## src/rtl/issue_slot_reg.sv

```systemverilog
module issue_slot_reg #(
  parameter int SLOTS     = 4,
  parameter int UID_W     = 32,
  parameter int PAYLOAD_W = 16,
  localparam int IDX_W    = (SLOTS > 1) ? $clog2(SLOTS) : 1
) (
  input  logic                 clk,
  input  logic                 rst_n,
  input  logic                 part_mode,
  input  logic                 wr_en,
  input  logic [IDX_W-1:0]     wr_sched,
  input  logic [UID_W-1:0]     wr_uid,
  input  logic [PAYLOAD_W-1:0] wr_payload,
  input  logic                 rd_en,
  output logic                 has_free,
  output logic                 has_ready,
  output logic [UID_W-1:0]     head_uid,
  output logic [PAYLOAD_W-1:0] head_payload,
  output logic [IDX_W-1:0]     head_slot,
  output logic                 wr_err
);

  logic [SLOTS-1:0]     occ;
  logic [UID_W-1:0]     uid_q [SLOTS];
  logic [PAYLOAD_W-1:0] pay_q [SLOTS];

  logic [IDX_W-1:0] first_empty;
  logic [IDX_W-1:0] target;
  logic             accept_wr;
  logic             accept_rd;

  always_comb begin
    first_empty = '0;
    for (int i = SLOTS - 1; i >= 0; i--)
      if (!occ[i]) first_empty = IDX_W'(i);
  end

  always_comb begin
    head_slot    = '0;
    head_uid     = '0;
    head_payload = '0;
    has_ready    = 1'b0;
    for (int i = 0; i < SLOTS; i++) begin
      if (occ[i] && (!has_ready || uid_q[i] < head_uid)) begin
        has_ready    = 1'b1;
        head_slot    = IDX_W'(i);
        head_uid     = uid_q[i];
        head_payload = pay_q[i];
      end
    end
  end

  assign has_free  = part_mode ? !occ[wr_sched] : !(&occ);
  assign target    = part_mode ? wr_sched : first_empty;
  assign accept_wr = wr_en && has_free;
  assign accept_rd = rd_en && has_ready;

  always_ff @(posedge clk or negedge rst_n) begin
    if (!rst_n) begin
      occ    <= '0;
      wr_err <= 1'b0;
      for (int i = 0; i < SLOTS; i++) begin
        uid_q[i] <= '0;
        pay_q[i] <= '0;
      end
    end else begin
      wr_err <= wr_en && !has_free;
      if (accept_rd) occ[head_slot] <= 1'b0;
      if (accept_wr) begin
        occ[target]   <= 1'b1;
        uid_q[target] <= wr_uid;
        pay_q[target] <= wr_payload;
      end
    end
  end

endmodule

```

## config.mk

```make
export PLATFORM = sky130hd
export DESIGN_NAME = issue_slot_reg
export DESIGN_NICKNAME = d
export VERILOG_FILES = /design/src/rtl/issue_slot_reg.sv
export SDC_FILE = /design/constraint.sdc
export NUM_CORES = 1
export LEC_CHECK = 0
export BUFFER_PORTS_ARGS = -buffer_cell sky130_fd_sc_hd__buf_4
export CAP_MARGIN = 10
export CORE_AREA = 5 5 159 161
export DETAILED_ROUTE_END_ITERATION = 10
export DIE_AREA = 0 0 164 166
export GPL_TIMING_DRIVEN = 1
export PLACE_DENSITY = 0.74
export SLEW_MARGIN = 10
export SYNTH_ARGS = -nofsm -noshare
export SYNTH_HDL_FRONTEND = slang
export SYNTH_SLANG_ARGS = --single-unit
export TNS_END_PERCENT = 100
```

## constraint.sdc

```tcl
create_clock -name clk -period 8.9 [get_ports clk]
set_input_delay 0.445 -clock clk [delete_from_list [all_inputs] [get_ports clk]]
set_output_delay 0.445 -clock clk [all_outputs]
set_load 0.02 [all_outputs]
```

==> results, run 1 <==
- The number of nets produced by synthesis is around 1200.
- In this run, synthesis produced a sequential element count of slightly below 200.
- The final number of setup-violating endpoints is 0.
- The die outline area is 27220 µm².
- The tree built by TritonCTS fans out to 197 sinks.
- The share of the clock period used by the worst path after layout is 0.9555.
- The per-cell routed wire length is roughly 18 µm.
- The total number of nets in the final design is 1299.
- The run finished with clean final reports.
- At the end of the flow the core is filled with cells to 0.5692.
- The floorplan has between 50 and 60 rows.
- The number of port buffers is around 110.
- The DRC marker count from the first detailed-route iteration is 388.
- The initial utilization of the core area, before any placement, comes to 0.4850.
- The critical path class is reg2out.
- In this run the horizontal extent of the chip is roughly 160 µm.
- The largest net degree at the start of global routing is 81.
- The TritonCTS clock tree is done.
- The routability congestion estimate from global placement is roughly 0.9.
- The first-pass GRT wire length is 45110 µm.
- The die outline height is about 170 µm.
- In this run the remaining antenna-violating nets after routing total 0.
- The later pin in the worst-skew pair is clocked with a latency of 440 ps.
- The total I/O pin count is between 100 and 150.
- The top fanout value on the critical path is 27.
- The worst setup path is captured at an output pin.
- The distinct cell type count of the synthesized netlist is 55.
- The critical path launch point type is a register.
- The master cell of the clock root buffer is sky130_fd_sc_hd__clkbuf_16.
- The relative slew slack is 0.2730.
- The worst register-to-register path begins at occ[0]$_DFF_PN0_.
- The ratio of cells with drive above 1 in the final layout is 0.3660.
- The total vias in the final route is between 8000 and 9000.
- The overall track demand over capacity in global routing is 0.2059.
- Global routing finished with a remaining overflow of 0.
- The cell with the largest stage delay on the worst path is sky130_fd_sc_hd__a311oi_1.
- The remaining design rule violation count is 0.
- The number of clock buffers inserted by TritonCTS is 17.
- The length in cells of the worst reg-to-reg path is 32.
- At the pin with the least slew margin, the transition time is approximately 1100 ps.
- The path type of the worst min-delay path is in2async.
- The summed area of non-filler cells in the final layout is around 14000 µm².
- The clock skew after layout is 7.549 ps.
- The critical path starts at occ[0]$_DFF_PN0_.
- Clock-pin slew was measured on the worst setup and hold paths at around 70 ps.
- The largest buffer count on any clock path is 2.
- CTS built an H-tree with a depth of 4.
- The number of global-route vias before repair is about 8500.
- The Yosys step of the flow raised 0 warnings.
- The core footprint is about 24000 µm².
- The final period demand of the worst path is around 8500 ps.
- The post-synthesis instance area is approximately 12000 µm².
- After detailed placement, the total cell area comes to about 13000 µm².
- The worst path arrival time is roughly 8100 ps.
- The area growth from synthesis to final layout is 17.37%.
- The count of final max-slew check failures is 0.
- Averaged over all synthesized cells, the footprint is between 10 and 15 µm².
- The first detailed-routing pass ran for 5 iterations.
- Of all flip-flops after synthesis, the portion carrying an async set or reset was 1.000.
- The number of antenna diodes in the final layout is 0.
- The final wirelength is around 27000 µm.
- The reported max-cap violation count is 0.
- On the worst path, the slowest cell contributes a delay of 470 ps.
- After technology mapping, the gate count stands at 1034.
- In the synthesized netlist the dominant register cell turns out to be sky130_fd_sc_hd__dfrtp_1.
- In the routed layout, each cell is associated on average with a via count of 5.537.
- Data on the critical path is required at its endpoint by 8460 ps.
- In this run the critical register-to-register path is captured at occ[2]$_DFF_PN0_.
- The number of endpoints with negative hold slack in the final report is 0.
- In this run, synthesis inferred 0 flip-flops with an integrated enable.
- Based on the critical path, the design can be clocked at up to approximately 120 MHz.
- The initial antenna violation count was 0.
- The detailed placer's ending HPWL is between 20000 and 25000 µm.
- The worst-case register-to-register setup slack is between 1000 and 1500 ps.
- The share of the Yosys chip area taken by registers is 0.4267.
## critical path: cells and delay by family, from the launching register on
| family | cells | cell delay [ps] |
|---|---|---|
| mux | 2 | 550 |
| compound gates | 12 | 2850 |
| fa+ha+maj | 3 | 900 |
| buf+inv | 7 | 1200 |
| flops | 1 | 450 |
| simple gates | 9 | 1640 |
## cells in the mapped netlist (3+ instances only)
cell type,count,area share
sky130_fd_sc_hd__ha_1,93,0.10
sky130_fd_sc_hd__o21a_1,3,0.0019
sky130_fd_sc_hd__nand4_1,20,0.011
sky130_fd_sc_hd__a21boi_0,4,0.0026
sky130_fd_sc_hd__nor3_1,8,0.0035
sky130_fd_sc_hd__nand2_1,121,0.039
sky130_fd_sc_hd__nor4_1,3,0.0016
sky130_fd_sc_hd__dfrtp_1,197,0.43
sky130_fd_sc_hd__a211oi_1,4,0.0026
sky130_fd_sc_hd__nor2b_1,4,0.0022
sky130_fd_sc_hd__buf_4,7,0.0045
sky130_fd_sc_hd__o211ai_1,6,0.0039
sky130_fd_sc_hd__a31oi_1,3,0.0016
sky130_fd_sc_hd__clkbuf_1,29,0.0094
sky130_fd_sc_hd__a21o_1,11,0.0071
sky130_fd_sc_hd__mux2_2,224,0.22
sky130_fd_sc_hd__buf_1,8,0.0026
sky130_fd_sc_hd__nor2_1,16,0.0052
sky130_fd_sc_hd__o31ai_1,3,0.0019
sky130_fd_sc_hd__mux2i_1,62,0.054
sky130_fd_sc_hd__buf_2,4,0.0017
sky130_fd_sc_hd__or2_2,3,0.0016
sky130_fd_sc_hd__nand3_1,7,0.0030
sky130_fd_sc_hd__o21ai_0,65,0.028
sky130_fd_sc_hd__a21oi_1,26,0.011
sky130_fd_sc_hd__inv_1,65,0.021
## through the flow
step,hold WS [ps],instances,worst slack [ps],setup TNS [ps]
floorplan,149.4,1034,386.7,0
global placement,483.1,1451,524.6,0
detailed placement,490.7,1451,406.1,0
CTS,53.77,1483,126.6,0
global route,58.93,1488,-12.38,-62.86
finish,17.04,1488,395.7,0
## repair_timing
action / in CTS / in global routing
hold buffers: 0 / 0
buffers inserted: 0 / 4
resized for setup: 1 / 13
setup endpoints to repair: 40 / 50
cloned: 0 / 1
pin swaps: 0 / 6
## worst max-delay path by stage
stage | end | depth (start not counted)
final | head_payload[5] | 33
after global routing | head_payload[4] | 35
after CTS | head_payload[5] | 33
after detailed placement | head_payload[5] | 33
after global placement | head_payload[15] | 33
after floorplan | head_uid[24] | 37
## cell type report
cell class              count  area (µm²)
clock buffers              18       439.2
fillers                  2059       10260
flip-flops and latches    197        4931
well taps                 324       405.4
repair buffers            145        1160
inverters                  65       244.0
clock inverters            14       143.9
multi-input cells         725        6236
## flip-flops by register name, indices dropped and copies added (netlist names)
register  cells
uid_q       128
pay_q        64
wr_err        1
occ           4
## logic make-up (layout without fill, tap and decap cells)
group,after synthesis,in the layout,synth area share
buffers and inverters,113,242,0.03942
adders and majority gates,93,93,0.1007
and+or+nand+nor,193,194,0.07462
DFF,197,197,0.4267
muxes,288,288,0.2750
AOI/OAI and AO/OA,150,150,0.08351
## routing by layer
| metal | vias up | GRT usage | share of wire |
|---|---|---|---|
| li1 | 3940 | - | - |
| met5 | - | 0 | 0 |
| met2 | 179 | 0.3532 | 0.50 |
| met3 | 36 | 0.03400 | 0.040 |
| met1 | 4084 | 0.2685 | 0.44 |
| met4 | 0 | 0.05872 | 0.020 |
## cell usage in the layout, fill, tap and decap left out, types with 16 or more instances in the layout
cell | synthesis | final
sky130_fd_sc_hd__mux2_2 | 224 | 224
sky130_fd_sc_hd__dfrtp_1 | 197 | 196
sky130_fd_sc_hd__buf_4 | 7 | 136
sky130_fd_sc_hd__nand2_1 | 121 | 119
sky130_fd_sc_hd__ha_1 | 93 | 93
sky130_fd_sc_hd__inv_1 | 65 | 65
sky130_fd_sc_hd__o21ai_0 | 65 | 64
sky130_fd_sc_hd__mux2i_1 | 62 | 61
sky130_fd_sc_hd__a21oi_1 | 26 | 25
sky130_fd_sc_hd__nand4_1 | 20 | 20
sky130_fd_sc_hd__clkbuf_16 | 0 | 17
sky130_fd_sc_hd__nor2_1 | 16 | 16
Power of run 1 is not shown: default switching activity piles up to over one toggle a cycle in this logic, so the estimate is an artifact.
==> inputs of run 2 (changes only) <==
--- a/config.mk
+++ b/config.mk
@@ -5,11 +5,12 @@
 export SDC_FILE = /design/constraint.sdc
 export NUM_CORES = 1
 export LEC_CHECK = 0
+export ABC_AREA = 1
 export BUFFER_PORTS_ARGS = -buffer_cell sky130_fd_sc_hd__buf_4
 export CAP_MARGIN = 10
-export CORE_AREA = 5 5 159 161
+export CORE_AREA = 5 5 157 159
 export DETAILED_ROUTE_END_ITERATION = 10
-export DIE_AREA = 0 0 164 166
+export DIE_AREA = 0 0 162 164
 export GPL_TIMING_DRIVEN = 1
 export PLACE_DENSITY = 0.74
 export SLEW_MARGIN = 10
==> run 2 against run 1 <==
Effect of this change: clock skew up 1.9 ps; critical path depth up 11; design area down 4.9%; setup slack better by 280 ps; count of clock-buffer cells in the layout down 1; synthesized area down 2.5%; routed wire length up 6.3%; sequential share of layout area up 1.9 points.
==> results, run 2 <==
- Leading cell types by count after synthesis: 600 x sky130_fd_sc_hd__nand2_1, 197 x sky130_fd_sc_hd__dfrtp_1, 163 x sky130_fd_sc_hd__o21ai_0 (was 224 x sky130_fd_sc_hd__mux2_2, 197 x sky130_fd_sc_hd__dfrtp_1, 121 x sky130_fd_sc_hd__nand2_1).
- The cell with the largest stage delay on the worst path was sky130_fd_sc_hd__dfrtp_4 (was sky130_fd_sc_hd__a311oi_1).
- The number of port buffers is 107 (unchanged).
- The core footprint is 23120 µm² (was 23820 µm²).
- The worst path required time is 8460 ps (about the same).
- The final period demand of the worst path is 8228 ps (was 8504 ps).
- The highest clock rate is 121.5 MHz (was 117.6 MHz).
- The H-tree depth reported by CTS is 4 (unchanged).
- The fraction of registers with async set/reset was 1.000 (unchanged).
- The dominant delay contributor by cell family on the critical path is simple AND/OR/NAND/NOR gates (was compound AO/OA/AOI/OAI gates).
- The worst path arrival time was 7780 ps (was 8060 ps).
- The detailed placer's ending HPWL is 19720 µm (was 20070 µm).
- The via density per instance is 5.385 (was 5.537).
- The first-pass detailed-route iteration total is 5 (unchanged).
- The total number of nets in the final design is 1666 (was 1299).
- The placement row count is 56 (was 57).
- The clock skew after layout is 9.437 ps (was 7.549 ps).
- The TritonCTS clock tree is done (unchanged).
- The most common cell type on the critical path is sky130_fd_sc_hd__nand2_1.
- The register name with the most flops was uid_q (unchanged).
- The pin slew with the least headroom to its limit came to 1212 ps (was 1087 ps).
- The number of endpoints with negative hold slack in the final report is 0 (unchanged).
- The number of flip-flops in the largest register is 128 (unchanged).
- The number of filler instances in the final layout came to 2115 (was 2059).
- The distinct cell type count of the synthesized netlist is 32 (was 55).
- The number of global-route vias before repair is 9716 (was 8546).
- The remaining design rule violation count came to 0 (unchanged).
- The overall track demand over capacity in global routing is 0.2259 (was 0.2059).
- The path type of the worst min-delay path is in2async (unchanged).
- The total I/O pin count is 108 (unchanged).
- The capturing element type of the critical path is an output pin (unchanged).
- Run status: complete, no violations (unchanged).
- The number of synthesis warnings is 0 (unchanged).
- The worst slack at placement is 327.3 ps (was 406.1 ps).
- The area growth from synthesis to final layout is 14.57% (was 17.37%).
- The total vias in the final route is 9806 (was 8239).
- The largest net degree at the start of global routing is 122 (was 81).
- Commonest cells after routing, fill and taps aside: 599 x sky130_fd_sc_hd__nand2_1, 196 x sky130_fd_sc_hd__dfrtp_1, 160 x sky130_fd_sc_hd__o21ai_0 (was 224 x sky130_fd_sc_hd__mux2_2, 196 x sky130_fd_sc_hd__dfrtp_1, 136 x sky130_fd_sc_hd__buf_4).
- The post-synthesis instance area came to 11260 µm² (was 11550 µm²).
- The largest buffer count on any clock path is 2 (unchanged).
- The total negative slack for setup checks is 0 ps (unchanged).
- The number of clock buffers inserted by TritonCTS came to 17 (unchanged).
- The clock-pin slew reported for the worst setup and hold paths after clock tree synthesis is 70 ps (about the same).
- The per-cell routed wire length is 16.00 µm (was 18.42 µm).
- The final wirelength is 29140 µm (was 27420 µm).
- The average size of a mapped cell was 7.760 µm² (was 11.17 µm²).
- The number of antenna cells inserted came to 0 (unchanged).
- The ratio of cells with drive above 1 in the final layout is 0.1339 (was 0.3660).
- The number of nets produced by synthesis is 1599 (was 1182).
- Registers with the highest flip-flop counts: uid_q (128), pay_q (64), occ (4) (unchanged).
- The top fanout value on the critical path was 47 (was 27).
- The starting density of the core is 0.4870 (was 0.4850).
- The master cell of the clock root buffer is sky130_fd_sc_hd__clkbuf_16 (unchanged).
- The reported max-cap violation count was 0 (unchanged).
- The number of buffers and inverters on the critical path came to 7 (unchanged).
- The delay of the slowest cell on the worst path is 560 ps (was 470 ps).
- The DRC marker count from the first detailed-route iteration is 639 (was 388).
- The routability congestion estimate from global placement is 0.8835 (was 0.9016).
- The number of buffers inserted for hold repair after clock tree synthesis is 0 (unchanged).
- The final number of setup-violating endpoints is 0 (unchanged).
- The library cell with the highest instance count after synthesis was sky130_fd_sc_hd__nand2_1 (was sky130_fd_sc_hd__mux2_2).
- The worst-case register-to-register setup slack was 1650 ps (was 1420 ps).
- The width of the chip is 162 µm (was 164 µm).
- The overflow left after global routing is 0 (unchanged).
- The count of final max-slew check failures is 0 (unchanged).
- The share of the clock period used by the worst path after layout is 0.9245 (was 0.9555).
- The relative slew slack is 0.1913 (was 0.2730).
- The count of antenna-violating nets left after detailed routing is 0 (unchanged).
- The synthesized netlist cell count is 1451 (was 1034).
- The synthesis-stage register bit count is 197 (unchanged).
- The first-pass GRT wire length is 48820 µm (was 45110 µm).
- The worst-case hold slack is 164.4 ps (was 17.04 ps).
- Leading post-synthesis cells by cell area: sky130_fd_sc_hd__dfrtp_1 44%, sky130_fd_sc_hd__nand2_1 20%, sky130_fd_sc_hd__ha_1 10% (was sky130_fd_sc_hd__dfrtp_1 43%, sky130_fd_sc_hd__mux2_2 22%, sky130_fd_sc_hd__ha_1 10%).
- The dominant register cell in the synthesized netlist was sky130_fd_sc_hd__dfrtp_1 (unchanged).
- The worst-skew pair later-pin latency is 440 ps (about the same).
- The minimum setup slack in the final design came to 671.6 ps (was 395.7 ps).
- The fraction of the yosys area taken by sequential cells was 0.4378 (was 0.4267).
- The die outline area is 26570 µm² (was 27220 µm²).
- The area share of the leading cell type in the synthesized netlist was 0.4378 (was 0.4267).
- The critical path launch point type is a register (unchanged).
- The count of flip-flops with a built-in enable after synthesis came to 0 (unchanged).
- The initial antenna violation count was 0 (unchanged).
- The most area-hungry cell type in the Yosys netlist is sky130_fd_sc_hd__dfrtp_1 (unchanged).
- The die outline height came to 164 µm (was 166 µm).
- The clock sink count is 197 (unchanged).
- The critical path class is reg2out (unchanged).
- The utilization of the core after routing came to 0.5579 (was 0.5692).
- The most common cell after layout, fill and taps aside is sky130_fd_sc_hd__nand2_1 (was sky130_fd_sc_hd__mux2_2).
run 2: kinds of logic after synthesis:
kind of cell             share of synthesized area
AND/OR/NAND/NOR                             0.2355
flip-flops                                  0.4378
AO/OA/AOI/OAI                               0.1412
multiplexers                               0.02000
buffers and inverters                      0.06212
adder cells (fa/ha/maj)                     0.1033
run 2: path summary, 6_finish.rpt:
path | start | to | cells after the start
max in group asynchronous | rst_n | occ[0]$_DFF_PN0_ | 2
setup reg to reg | occ[0]$_DFF_PN0_ | occ[2]$_DFF_PN0_ | 44
min in group clk | wr_uid[30] | uid_q[62]$_DFFE_PN0P_ | 3
setup / recovery | occ[0]$_DFF_PN0_ | head_uid[3] | 44
hold reg to reg | pay_q[32]$_DFFE_PN0P_ | pay_q[32]$_DFFE_PN0P_ | 2
hold / removal | rst_n | uid_q[57]$_DFFE_PN0P_ | 1
run 2: stage by stage:
stage	instances	area, µm²
after global routing	1821	12900
final	1821	12900
after floorplan	1451	11260
after CTS	1821	12860
after detailed placement	1789	12240
after global placement	1789	12240
run 2: layout make-up:
cell class | instances | area, µm² | share of cell area
flip-flops and latches | 197 | 4933 | 0.3824
well taps | 290 | 362.8 | 0.02813
multi-input cells | 1082 | 5672 | 0.4397
inverters | 97 | 364.1 | 0.02822
clock buffers | 17 | 425.4 | 0.03298
clock inverters | 15 | 183.9 | 0.01426
repair buffers | 123 | 958.4 | 0.07430
run 2: timing repair:
action                     4_1_cts  5_1_grt
setup buffers                    0        0
setup endpoints to repair       27       50
gates resized for setup          2       14
run 2: metal layers:
metal	wire length, µm	GRT usage	vias to the layer above
li1	-	-	4856
met1	13100	0.3082	4657
met2	13660	0.3680	262
met3	1943	0.05019	31
met4	429	0.05921	0
met5	0	0	-
Power of run 2 is left out for the same reason.
